<file path="src/rtl/shrot_pkg.sv">
package shrot_pkg;

  typedef enum logic [1:0] {
    SR_SHIFT_LOG = 2'b00,
    SR_SHIFT_ARI = 2'b01,
    SR_ROT_PLAIN = 2'b10,
    SR_ROT_CARRY = 2'b11
  } sr_kind_e;

  function automatic sr_kind_e sr_kind(input logic rot, input logic mode);
    return sr_kind_e'({rot, mode});
  endfunction

endpackage

</file>
<file path="src/rtl/shrot_cnt_dec.sv">
module shrot_cnt_dec #(
  parameter int IMM_W = 4,
  parameter int CNT_W = 8
) (
  input  logic             cnt_sel_i,
  input  logic [IMM_W-1:0] imm_cnt_i,
  input  logic [CNT_W-1:0] reg_cnt_i,
  output logic             left_o,
  output logic             nonzero_o,
  output logic [CNT_W-1:0] mag_o
);

  localparam int EXT_W = CNT_W - IMM_W;

  logic [CNT_W-1:0] eff;
  logic             neg;

  always_comb begin
    if (cnt_sel_i) eff = reg_cnt_i;
    else           eff = {{EXT_W{imm_cnt_i[IMM_W-1]}}, imm_cnt_i};
    neg       = eff[CNT_W-1];
    nonzero_o = |eff;
    left_o    = !neg && nonzero_o;
    mag_o     = neg ? (~eff + 1'b1) : eff;
  end

endmodule

</file>
<file path="src/rtl/shrot_shift_path.sv">
module shrot_shift_path #(
  parameter int W     = 8,
  parameter int CNT_W = 8
) (
  input  logic [W-1:0]     data_i,
  input  logic             arith_i,
  input  logic             left_i,
  input  logic [CNT_W-1:0] mag_i,
  output logic [W-1:0]     data_o,
  output logic             carry_o
);

  localparam int SH_W = $clog2(W + 2);

  logic [SH_W-1:0]   amt;
  logic [W:0]        lwide;
  logic signed [W:0] rwide;

  always_comb begin
    if (mag_i > CNT_W'(W)) amt = SH_W'(W + 1);
    else                   amt = SH_W'(mag_i);
    lwide = {1'b0, data_i} << amt;
    if (arith_i) rwide = $signed({data_i, 1'b0}) >>> amt;
    else         rwide = $signed({data_i, 1'b0}) >> amt;
    if (left_i) begin
      data_o  = lwide[W-1:0];
      carry_o = lwide[W];
    end else begin
      data_o  = rwide[W:1];
      carry_o = rwide[0];
    end
  end

endmodule

</file>
<file path="src/rtl/shrot_rot_path.sv">
module shrot_rot_path #(
  parameter int W         = 8,
  parameter int CNT_W     = 8,
  parameter bit INC_CARRY = 1'b0
) (
  input  logic [W-1:0]     data_i,
  input  logic             carry_i,
  input  logic             left_i,
  input  logic [CNT_W-1:0] mag_i,
  output logic [W-1:0]     data_o,
  output logic             carry_o
);

  localparam int RING = W + (INC_CARRY ? 1 : 0);
  localparam int R_W  = $clog2(RING + 1);

  logic [RING-1:0]   ring;
  logic [R_W-1:0]    k;
  logic [R_W-1:0]    kl;
  logic [2*RING-1:0] dbl;
  logic [RING-1:0]   rot;

  generate
    if (INC_CARRY) begin : g_ring_c
      assign ring = {carry_i, data_i};
    end else begin : g_ring_p
      assign ring = data_i;
    end
  endgenerate

  always_comb begin
    k = R_W'(mag_i % CNT_W'(RING));
    if (left_i || k == '0) kl = k;
    else                   kl = R_W'(RING) - k;
    dbl = {ring, ring} << kl;
    rot = dbl[2*RING-1 -: RING];
  end

  assign data_o = rot[W-1:0];

  generate
    if (INC_CARRY) begin : g_cy_c
      assign carry_o = rot[RING-1];
    end else begin : g_cy_p
      assign carry_o = left_i ? rot[0] : rot[W-1];
    end
  endgenerate

endmodule

</file>
<file path="src/rtl/shrot_unit.sv">
module shrot_unit
  import shrot_pkg::*;
#(
  parameter int DATA_W = 8,
  parameter int IMM_W  = 4
) (
  input  logic              clk,
  input  logic              rst,
  input  logic [DATA_W-1:0] operand_i,
  input  logic              carry_i,
  input  logic              op_rot_i,
  input  logic              mode_i,
  input  logic              cnt_sel_i,
  input  logic [IMM_W-1:0]  imm_cnt_i,
  input  logic [DATA_W-1:0] reg_cnt_i,
  output logic [DATA_W-1:0] result_o,
  output logic              carry_o,
  output logic              zero_o,
  output logic              sign_o
);

  localparam int CNT_W = DATA_W;

  logic              left, nonzero;
  logic [CNT_W-1:0]  mag;
  logic [DATA_W-1:0] sh_data;
  logic              sh_cy;
  logic [DATA_W-1:0] rt_data [2];
  logic              rt_cy   [2];
  logic [DATA_W-1:0] nxt_data;
  logic              nxt_cy;
  sr_kind_e          kind;

  shrot_cnt_dec #(.IMM_W(IMM_W), .CNT_W(CNT_W)) u_dec (
    .cnt_sel_i (cnt_sel_i),
    .imm_cnt_i (imm_cnt_i),
    .reg_cnt_i (reg_cnt_i),
    .left_o    (left),
    .nonzero_o (nonzero),
    .mag_o     (mag)
  );

  shrot_shift_path #(.W(DATA_W), .CNT_W(CNT_W)) u_shift (
    .data_i  (operand_i),
    .arith_i (mode_i),
    .left_i  (left),
    .mag_i   (mag),
    .data_o  (sh_data),
    .carry_o (sh_cy)
  );

  for (genvar gi = 0; gi < 2; gi++) begin : g_rot
    shrot_rot_path #(.W(DATA_W), .CNT_W(CNT_W), .INC_CARRY(gi == 1)) u_rot (
      .data_i  (operand_i),
      .carry_i (carry_i),
      .left_i  (left),
      .mag_i   (mag),
      .data_o  (rt_data[gi]),
      .carry_o (rt_cy[gi])
    );
  end

  always_comb begin
    kind = sr_kind(op_rot_i, mode_i);
    unique case (kind)
      SR_ROT_PLAIN: begin nxt_data = rt_data[0]; nxt_cy = rt_cy[0]; end
      SR_ROT_CARRY: begin nxt_data = rt_data[1]; nxt_cy = rt_cy[1]; end
      default:      begin nxt_data = sh_data;    nxt_cy = sh_cy;    end
    endcase
    if (!nonzero) begin
      nxt_data = operand_i;
      nxt_cy   = carry_i;
    end
  end

  always_ff @(posedge clk) begin
    if (rst) begin
      result_o <= '0;
      carry_o  <= 1'b0;
      zero_o   <= 1'b0;
      sign_o   <= 1'b0;
    end else begin
      result_o <= nxt_data;
      carry_o  <= nxt_cy;
      zero_o   <= ~|nxt_data;
      sign_o   <= nxt_data[DATA_W-1];
    end
  end

endmodule

</file>
<file path="config.mk">
export PLATFORM = sky130hd
export DESIGN_NAME = shrot_unit
export DESIGN_NICKNAME = d
export VERILOG_FILES = /design/src/rtl/shrot_pkg.sv /design/src/rtl/shrot_cnt_dec.sv /design/src/rtl/shrot_shift_path.sv /design/src/rtl/shrot_rot_path.sv /design/src/rtl/shrot_unit.sv
export SDC_FILE = /design/constraint.sdc
export NUM_CORES = 1
export LEC_CHECK = 0
export ABC_AREA = 1
export BUFFER_PORTS_ARGS = -buffer_cell sky130_fd_sc_hd__buf_2
export CAP_MARGIN = 20
export CORE_MARGIN = 2
export CORE_UTILIZATION = 45
export CTS_CLUSTER_SIZE = 10
export DETAILED_ROUTE_END_ITERATION = 6
export GPL_ROUTABILITY_DRIVEN = 0
export RECOVER_POWER = 25
export SLEW_MARGIN = 20
export SYNTH_ARGS = -nofsm -noshare
export SYNTH_HDL_FRONTEND = slang
export SYNTH_SLANG_ARGS = --single-unit
</file>
<file path="constraint.sdc">
create_clock -name clk -period 20 [get_ports clk]
set_input_delay 1 -clock clk [delete_from_list [all_inputs] [get_ports clk]]
set_output_delay 1 -clock clk [all_outputs]
set_load 0.05 [all_outputs]
</file>
==> impl_metrics.toml <==
[clock_network]
clk_pin_slew_worst_paths_ps = 40
cts_resized = 0
cts_buffers = 3
htree_levels = 1
clock_path_buffers = 2
numClockSinks = 10
cts_hold_buf = 0
cts_setup_buffers = 0
root_buffer = "clkbuf_8"
cts_tree = "yes"

[placed_design]
place_inst = 800
dpl.hpwl_um = 8990
place_area_um2 = 3880
portBuffers = 36

[setup_path]
slowest_delay_ps = 420
path_max_fanout = 25
cp-start-kind = "primary input"
crit_type = "primary input to flop"
critPathTopFamily = "simple AND/OR/NAND/NOR gates"
cp_common_cell = "nand2_1"
crit_slowest_cell = "o21ai_2"
path_buf_inv = 9
arrival_ps = 7990
endpoint_kind = "flop"
crit_required_ps = 20180

[cells_and_area]
n_antenna_cell = 0
final_area_um2 = 3920
nets = 742
layout-drive-gt1-share_pct = 16.5
final_cell_count_no_fill = 803
syn2layout_area_growth_pct = 7.52

[sta]
post-route-period-util_pct = 39.1
slew_viol_final = 0
finalSetupViolations = 0
fin_tns_setup_ps = 0
slew_headroom_pct = 42.5
rsz0062_at_grt = "no"
max_slew.worst_pin.slew_ps = 859
hold_viol_final = 0
period_needed_ps = 7820
hold_slack_ps = 1050
fmax_ghz = 0.128

[global_route]
top_usage_layer = "met2"
antenna_found_initial = 0
grt_use_met3_pct = 1.85
grt_use_total_pct = 25.4
grt_pass1_vias = 4085
use_met2_pct = 41.3
grt-ovfl-total = 0
grt_pass1_wl_um = 18700
grt_max_degree = 26
grt_util_met1_pct = 37.1

[yosys]
synth_edf_count = 0
synth_ff_type = "dfxtp_1"
netlist_instances = 677
yosysMostFrequentCell = "nand2_1"
synth_area_per_cell_um2 = 5.38
synth-async-reset-ratio_pct = 0
synth.distinct_cells = 50
syn_nets = 716
synthTopCellsByArea = "nand2_1 22%, nand3_1 12%, inv_1 7.0%, o21ai_0 6.9%, dfxtp_1 5.5%"
yosys_warnings = 0
yosys.area.top_type = "nand2_1"
synth-seq-area-share_pct = 5.50
synth_top_area_share_pct = 22.5
ys_seq_elements = 10
synthTopCellsByCount = "218 x nand2_1, 88 x nand3_1, 68 x inv_1, 50 x o21ai_0, 44 x nor2_1"
syn-cell-area_um2 = 3640

[drt]
drc = 0
postRouteAntennaNets = 0
via_per_inst = 5.59
initialDrtViolationCount = 548
drt_first_pass_iters = 6
wirelength_um = 11100
wire_per_inst_um = 13.8
vias = 4489

[floorplan]
die_w_um = 94.0
rows = 32
die_y_um = 94.0
start_util_pct = 46.9
io_pins = 37
die_area_um2 = 8830
core_um2 = 7770

[power_and_ir_drop]
vdd_drop_max_uv = 117
p_leak_nw = 2.02
power_density_nw_per_um2 = 159

[flow_run]
maxCapViolations = 0

[status]
status = "complete, no violations"

[min_path]
hold_path_class = "primary input to flop"
## final timing paths
check | cells after the start | from | endpoint
max | 53 | cnt_sel_i | zero_o
min | 2 | rst | result_o[2]
## layer usage
layer / share of wire [%] / wire, um
met4: 1.3 / 146
met1: 46 / 5060
met3: 8.9 / 987
met2: 44 / 4900
met5: 0 / 0
## cells in the final DEF, fill, tap and decap left out, types with 2 or more instances in the layout
master    Yosys  routed
clkbuf_8      0       3
nor3_1        7       7
o211ai_1      5       5
ha_1         13      13
nor2_2        4       4
nor2_4        5       5
nand3b_1      3       3
o21ai_2       3       4
buf_2         4      31
or2_1         2       2
nand3_2       8       8
a31oi_1       3       3
xor2_4        2       2
clkbuf_1      8       5
nand3_1      88      88
buf_4         3       2
inv_1        68      68
a211oi_1      2       2
a21oi_1      27      27
nand2_4      12      12
o21ai_1       6       5
o21ai_0      50      50
xor2_1        5       5
dfxtp_1      10      10
nand4_1      13      13
nand2_1     218     218
clkinv_1      2       2
nand3_4       2       2
o311ai_0      2       2
nor2_1       44      44
or2_2         2       2
a311oi_1      2       2
inv_2         8       8
nand2_2      28      28
a41oi_1       2       2
## cells by family after synthesis
family | synth area share, %
flops | 5.50
xor+xnor | 3.16
fa+ha+maj | 4.47
buf+inv | 10.4
mux | 0.275
simple gates | 58.9
compound gates | 17.3
## where the power goes
part | internal (mW) | switching [mW]
registers | 0.0285 | 0.00218
logic | 0.173 | 0.400
clock network | 0.0131 | 0.00663
total | 0.215 | 0.409
## final cells by class
| class | instances | area, um^2 |
|---|---|---|
| fill | 869 | 3850 |
| multi-input combinational | 572 | 3070 |
| inverter | 78 | 293 |
| sequential | 10 | 200 |
| timing repair buffer | 38 | 189 |
| tap | 102 | 128 |
| clock buffer | 3 | 41.3 |
## through the flow
stage                     power, mW  utilization, %  worst slack [ps]
after global placement        0.594            50.0             12310
after global routing          0.695            50.4             11350
after floorplan               0.506               -             12720
after detailed placement      0.596            50.0             12010
final                         0.623            50.4             12180
after CTS                     0.619            50.5             12240
## flip-flops by register name, indices dropped and copies added (netlist names)
signal    flops
result_o      8
carry_o       1
zero_o        1
(Power assumes the default switching activity.)
